--- src/rtl/pcpwm_pkg.sv ---
`timescale 1ns/1ps
package pcpwm_pkg;

   typedef enum logic [1:0] {
      PM_OFF    = 2'b00,
      PM_TOGGLE = 2'b01,
      PM_NONINV = 2'b10,
      PM_INV    = 2'b11
   } pin_mode_e;

   function automatic logic next_pin
     (input pin_mode_e mode, input logic rising, input logic cur);
      logic r;
      case (mode)
         PM_TOGGLE: r = ~cur;
         PM_NONINV: r = ~rising;
         PM_INV:    r = rising;
         default:   r = cur;
      endcase
      return r;
   endfunction

endpackage

--- src/rtl/pcpwm_updown_cnt.sv ---
`timescale 1ns/1ps
module pcpwm_updown_cnt #(
   parameter int CNT_W = 8
) (
   input  logic             clk,
   input  logic             rst_n,
   input  logic             tick,
   output logic [CNT_W-1:0] cnt,
   output logic             rising,
   output logic             top_load,
   output logic             bottom_pulse
);
   localparam logic [CNT_W-1:0] TOP     = {CNT_W{1'b1}};
   localparam logic [CNT_W-1:0] TOP_M1  = TOP - 1'b1;
   localparam logic [CNT_W-1:0] ONE     = {{(CNT_W-1){1'b0}}, 1'b1};

   logic at_pre_top;
   logic at_pre_bot;

   assign at_pre_top = (cnt == TOP_M1);
   assign at_pre_bot = (cnt == ONE);
   assign top_load   = tick & rising & at_pre_top;

   always_ff @(posedge clk or negedge rst_n) begin
      if (!rst_n) begin
         cnt          <= '0;
         rising       <= 1'b1;
         bottom_pulse <= 1'b0;
      end else begin
         bottom_pulse <= 1'b0;
         if (tick) begin
            if (rising) begin
               cnt <= cnt + ONE;
               if (at_pre_top) rising <= 1'b0;
            end else begin
               cnt <= cnt - ONE;
               if (at_pre_bot) begin
                  rising       <= 1'b1;
                  bottom_pulse <= 1'b1;
               end
            end
         end
      end
   end
endmodule

--- src/rtl/pcpwm_cmp_dbuf.sv ---
`timescale 1ns/1ps
module pcpwm_cmp_dbuf #(
   parameter int CNT_W = 8
) (
   input  logic             clk,
   input  logic             rst_n,
   input  logic             wr,
   input  logic [CNT_W-1:0] wdata,
   input  logic             load,
   output logic [CNT_W-1:0] active
);
   logic [CNT_W-1:0] shadow;

   always_ff @(posedge clk or negedge rst_n) begin
      if (!rst_n) begin
         shadow <= '0;
      end else if (wr) begin
         shadow <= wdata;
      end
   end

   always_ff @(posedge clk or negedge rst_n) begin
      if (!rst_n) begin
         active <= '0;
      end else if (load) begin
         active <= shadow;
      end
   end
endmodule

--- src/rtl/pcpwm_wavegen.sv ---
`timescale 1ns/1ps
module pcpwm_wavegen
   import pcpwm_pkg::*;
#(
   parameter int CNT_W   = 8,
   parameter bit OUT_REG = 1'b0
) (
   input  logic             clk,
   input  logic             rst_n,
   input  logic             tick,
   input  logic [CNT_W-1:0] cnt,
   input  logic             rising,
   input  logic [CNT_W-1:0] thresh,
   input  pin_mode_e        mode,
   output logic             pin,
   output logic             match_q
);
   logic hit;
   logic oc_q;
   logic pin_raw;

   assign hit = tick & (cnt == thresh);

   always_ff @(posedge clk or negedge rst_n) begin
      if (!rst_n) begin
         oc_q    <= 1'b0;
         match_q <= 1'b0;
      end else begin
         match_q <= hit;
         if (hit) oc_q <= next_pin(mode, rising, oc_q);
      end
   end

   assign pin_raw = (mode == PM_OFF) ? 1'b0 : oc_q;

   generate
      if (OUT_REG) begin : g_pin_reg
         logic pin_q;
         always_ff @(posedge clk or negedge rst_n) begin
            if (!rst_n) pin_q <= 1'b0;
            else        pin_q <= pin_raw;
         end
         assign pin = pin_q;
      end else begin : g_pin_comb
         assign pin = pin_raw;
      end
   endgenerate
endmodule

--- src/rtl/pcpwm_timer.sv ---
`timescale 1ns/1ps
module pcpwm_timer
   import pcpwm_pkg::*;
#(
   parameter int CNT_W   = 8,
   parameter bit OUT_REG = 1'b0
) (
   input  logic             clk,
   input  logic             rst_n,
   input  logic             tick,
   input  logic             cmp_wr,
   input  logic [CNT_W-1:0] cmp_wdata,
   input  logic [1:0]       out_mode,
   output logic             pwm_out,
   output logic [CNT_W-1:0] count,
   output logic             ovf_pulse,
   output logic             match_pulse
);
   generate
      if (CNT_W < 2 || CNT_W > 16) begin : g_bad_width
         $error("pcpwm_timer: CNT_W must lie in 2..16");
      end
   endgenerate

   logic             dir_up;
   logic             load;
   logic [CNT_W-1:0] cmp_act;
   pin_mode_e        mode;

   assign mode = pin_mode_e'(out_mode);

   pcpwm_updown_cnt #(.CNT_W(CNT_W)) u_cnt (
      .clk          (clk),
      .rst_n        (rst_n),
      .tick         (tick),
      .cnt          (count),
      .rising       (dir_up),
      .top_load     (load),
      .bottom_pulse (ovf_pulse)
   );

   pcpwm_cmp_dbuf #(.CNT_W(CNT_W)) u_dbuf (
      .clk    (clk),
      .rst_n  (rst_n),
      .wr     (cmp_wr),
      .wdata  (cmp_wdata),
      .load   (load),
      .active (cmp_act)
   );

   pcpwm_wavegen #(.CNT_W(CNT_W), .OUT_REG(OUT_REG)) u_wave (
      .clk     (clk),
      .rst_n   (rst_n),
      .tick    (tick),
      .cnt     (count),
      .rising  (dir_up),
      .thresh  (cmp_act),
      .mode    (mode),
      .pin     (pwm_out),
      .match_q (match_pulse)
   );
endmodule

--- config.mk ---
export PLATFORM = sky130hd
export DESIGN_NAME = pcpwm_timer
export DESIGN_NICKNAME = d
export VERILOG_FILES = /design/src/rtl/pcpwm_pkg.sv /design/src/rtl/pcpwm_updown_cnt.sv /design/src/rtl/pcpwm_cmp_dbuf.sv /design/src/rtl/pcpwm_wavegen.sv /design/src/rtl/pcpwm_timer.sv
export SDC_FILE = /design/constraint.sdc
export NUM_CORES = 1
export LEC_CHECK = 0
export BUFFER_PORTS_ARGS = -buffer_cell sky130_fd_sc_hd__buf_2
export CORE_ASPECT_RATIO = 0.5
export CORE_UTILIZATION = 55
export CTS_CLUSTER_DIAMETER = 40
export DETAILED_ROUTE_END_ITERATION = 7
export HOLD_SLACK_MARGIN = 0.1
export PLACE_DENSITY = 0.87
export SLEW_MARGIN = 20
export SYNTH_ARGS = -nofsm -noshare
export SYNTH_HDL_FRONTEND = slang
export SYNTH_HIERARCHICAL = 1
export SYNTH_SLANG_ARGS = --single-unit
--- constraint.sdc ---
create_clock -name clk -period 1.9 [get_ports clk]
set_input_delay 0.38 -clock clk [delete_from_list [all_inputs] [get_ports clk]]
set_output_delay 0.38 -clock clk [all_outputs]
set_load 0.05 [all_outputs]
### Word-level counts from Yosys, hierarchy flattened

Cells that the tools add are included.
Widths: inputs -> output; s select.

* flip-flop bits (word level): 28
* bits of input ports: 14
* output and inout port bits: 11
* word-level logic and storage cells: 31

* add/sub/neg operators: 2
* equal/unequal tests: 6
* multiplexer cells: 8
* bitwise logic cells: 5
* reduce and logical (&&, ||, !) cells: 3

Operators with widths (count)
* $add 8x1->8 const B: 1
* $eq 8x1->1 const B: 1
* $eq 8x8->1: 1
* $eq 8x8->1 const B: 1
* $mux 8: 1
* $sub 8x1->8 const B: 1
* $mux 1: 6
* $eq 2x2->1 const B: 2
* $and 1x1->1: 3
* $pmux 1 s3: 1
* $reduce_bool 3->1: 1
* $eq 2x1->1 const B: 1
* $logic_not 2->1: 1
* $not 1->1: 2
* $reduce_and 2->1: 1

### Longest topological paths before layout

* word-level depth: 4
* mapped depth: 7
* depth with buffers taken out: 6

### Hierarchy

Netlist, hierarchy kept.

Modules (own cells, without submodules)
* pcpwm_cmp_dbuf: instances 1, cells an instance 34, area an instance 663.1 um2, seq. area each 400.4 um2
* pcpwm_updown_cnt: instances 1, cells an instance 58, area an instance 603.1 um2, seq. area each 251.5 um2
* pcpwm_wavegen: instances 1, cells an instance 22, area an instance 221.5 um2, seq. area each 50.0 um2

### Worst setup path after synthesis

OpenSTA, ideal clock, no wires.

* path kind: reg2reg
* start point: reg u_cnt.cnt[0]
* end point: reg u_dbuf.active[0]
* setup time: 0.125 ns
* arrival: 1.830 ns
* data required time: 1.775 ns
* slack: -0.055 ns
* stages on the path, launching flop included: 8
* path buffers: 1
* period minus slack after synthesis: 1.955 ns
* cell sequence: dfrtp_1 > inv_1 > ha_1 > nand4_1 > nor2_1 > and3_2 > buf_6 > mux2_4

* word-level cells in the longest chain between the ends: 2

RTL lines
* start, declared: line pcpwm_updown_cnt.sv:8 `output logic [CNT_W-1:0] cnt,`
* start signal, assigned: line pcpwm_updown_cnt.sv:33 `cnt <= cnt + ONE;`
* start signal, assigned: line pcpwm_updown_cnt.sv:36 `cnt <= cnt - ONE;`
* $eq 8x8->1: line pcpwm_updown_cnt.sv:20 `assign at_pre_top = (cnt == TOP_M1);`
* $and 1x1->1: line pcpwm_updown_cnt.sv:22 `assign top_load = tick & rising & at_pre_top;`
* named net load: line pcpwm_timer.sv:26 `logic load;`
* end signal, assigned: line pcpwm_cmp_dbuf.sv:26 `active <= shadow;`
* end, declared: line pcpwm_cmp_dbuf.sv:10 `output logic [CNT_W-1:0] active`

The timed path passes the listed nets, and every way through them passes these cells.
A chain may end at the register's enable or synchronous reset.

### Final worst setup path

* start point: reg u_cnt.cnt[0]
* end point: reg u_dbuf.active[1]

The elaborated chain is that of the path after synthesis.

==> flow_summary.toml <==
[outcome]
run_status = "finished, final reports clean"

[floorplanning]
pin_count = 25
dieArea_mm2 = 0.002929
die_h_um = 38.78
start_util_pct = 62.32
core_mm2 = 0.002387
die_w_um = 75.55
placementRows = 12

[sta]
maxSlewViolCount = 0
setup_tns_ns = 0
fin_crit_sh_pct = 91.83
final_hold_viol_count = 0
rsz0062_at_grt = "no"
fmax_ghz = 0.5731
skew_ns = 0.002389
setup_ws_ns = 0.1552
final-setup-viol-count = 0
hold_slack_ns = 0.09408
worstMarginPinSlew_ns = 0.5951
fin_crit_ns = 1.745
relSlewSlack_pct = 60.32

[cells_and_area]
syn_to_final_growth_pct = 14.89
final_cells = 175
insertedDiodeCount = 0
nFillCells = 153
nets = 159
post-route-util_pct = 71.59
design_area_mm2 = 0.001709
layout-drive-gt1-share_pct = 44.29

[clock_tree]
cts_root_buffer = "clkbuf_8"
cts_tree = "done"
path_clk_slew_ns = 0.09
h-tree-depth = 1
holdBufCountCts = 0
cts_buffers = 3
cts.sinks = 28
cts_resized = 0
post_cts_buffers = 0
cts_buffer_depth = 2
clock_latency_ns = 0.28

[synth]
synth_xor_area_share_pct = 9.420
synthFlopType = "dfrtp_1"
avgSynthCellArea_um2 = 13.05
synth_common_cells = "dfrtp_1, mux2_4, xor2_1, nand2_1, xnor2_1"
synth-simple-area-share_pct = 12.70
synthAdderAreaFrac_pct = 3.364
synth_area_mm2 = 0.001488
ys_warn_count = 6
synth_compound_area_share_pct = 6.812
synth_area_leaders = "dfrtp_1, mux2_4, xor2_1"
yosysTopAreaCell = "dfrtp_1"
ys_ff_latch = 28
synth_mux_area_share_pct = 16.90
yosysMostFrequentCell = "dfrtp_1"
async_reset_ff_share_pct = 100.0
synth_edf_count = 0
synth_nets = 132
synth_top_area_share_pct = 45.42
synth.distinct_cells = 36
syn_inst = 114
synth_top_family_by_area = "multiplexers"
synth-seq-area-share_pct = 47.18

[detailed_routing]
route.detailed.drc = 0
vias = 945
drtPass1Iterations = 4
wl_um = 2620
dr.first_iter.drc_count = 117
drt.antenna.violating_nets = 0
vias_per_cell = 5.400
wl_per_cell_um = 14.97

[grt]
grt_max_degree = 29
grt_pass1_wl_um = 4271
first_global_vias = 822
track_usage_pct = 21.66
antenna_found_initial = 0
grt_overflow = 0

[setup_path]
cp.arrival_ns = 1.91
cp_max_fo = 8
cp_slowest_cell = "dfrtp_2"
crit_path_end_kind = "flip-flop"
slowest_delay_ns = 0.48
crit_required_ns = 2.07
worstPathCellList = "inv_1 -> ha_1 -> nand4_1 -> nor2_1 -> and3_2 -> mux2_4"
cp-start-kind = "flip-flop"
critical_path_class = "reg -> reg"

[placed_design]
place_ws_ns = 0.1765
dp.cells = 171
io_buffers = 24
routabilityCongestion = 0.8623
place.detailed.hpwl_um = 1950
placed_area_mm2 = 0.001638

[power]
p_per_area_mw_per_mm2 = 1506
p_sw_share_pct = 44.01
power_switching_mw = 1.133
p_total_mw = 2.574
peakVddDrop_uv = 652.3
p_seq_share_pct = 36.5
clock_power_share_pct = 18.2
power_frac_comb_pct = 45.3
intPower_mw = 1.441
p_leak_nw = 0.8422

[run]
cap_violations = 0

[hold_path]
min_path_type = "in -> async"
==> cell families after synthesis <==
logic type      Yosys count
xor+xnor                 16
flops                    28
simple gates             28
buf+inv                   8
compound gates           13
fa+ha+maj                 4
mux                      17
==> path summary, 6_finish.rpt <==
check / startpoint / to / slack [ns] / cells past startpoint
worst max-delay path: u_cnt/cnt[0] / u_dbuf/active[1] / 0.16 / 6
worst min-delay path: rst_n / u_cnt/cnt[2] / 0.09 / 1
min in group clk: cmp_wdata[5] / u_dbuf/shadow[5] / 0.32 / 2
worst max register to register: u_cnt/cnt[0] / u_dbuf/active[1] / 0.16 / 6
max in group asynchronous: rst_n / u_cnt/cnt[1] / 1.38 / 1
worst min register to register: u_dbuf/shadow[2] / u_dbuf/shadow[2] / 0.52 / 1
==> power groups by stage <==
stage | clock network (mW) | logic, mW | registers, mW
floorplan | 0 | 0.586 | 1.21
global placement | 0 | 1.12 | 0.940
detailed placement | 0 | 1.15 | 0.948
CTS | 0.479 | 1.16 | 0.936
global route | 0.503 | 1.24 | 0.959
finish | 0.469 | 1.16 | 0.940
==> cell usage in the layout, fill, tap and decap left out, types with 2 or more instances in the layout <==
cell type,Yosys,layout
buf_2,1,24
buf_4,0,4
xor2_1,10,10
nor3_1,2,2
xnor2_1,6,6
mux2_4,16,16
and3_1,3,3
o21ai_2,2,2
dfrtp_2,0,2
o21ai_0,4,4
clkbuf_8,0,3
ha_1,4,4
nand2_1,6,6
nor2b_1,2,2
nor2_1,2,2
dfrtp_1,27,25
inv_1,2,2
nand4_1,3,3
==> registers in the layout (all words and copies together), names as in the netlist <==
| register | cells |
|---|---|
| u_dbuf/shadow | 8 |
| u_wave/oc_q | 1 |
| u_cnt/rising | 1 |
| u_cnt/cnt | 8 |
| u_dbuf/active | 8 |
| u_wave/match_q | 1 |
| u_cnt/bottom_pulse | 1 |
==> area by class of cell <==
cell class,count,area [um2],area share [%]
inverter,2,7.507,0.4392
sequential,28,704.4,41.22
multi-input combinational,78,732.0,42.83
clock inverter,1,30.03,1.757
clock buffer,3,41.29,2.416
timing repair buffer,28,150.1,8.785
tap,35,43.79,2.562
==> routing by layer <==
| layer | up-vias | share of wire [%] | track usage (%) |
|---|---|---|---|
| li1 | 451 | - | - |
| met1 | 465 | 50 | 31.78 |
| met2 | 25 | 44 | 31.25 |
| met3 | 4 | 4.5 | 4.688 |
| met4 | 0 | 1.5 | 8.333 |
| met5 | - | 0 | 0 |
==> critical path, delay by kind of cell, from the launching register on <==
kind,cells,cell delay (ns)
simple gates,3,0.57
flops,1,0.48
fa+ha+maj,1,0.15
mux,1,0.33
buf+inv,1,0.10
Power figures use the tool's default switching activity.
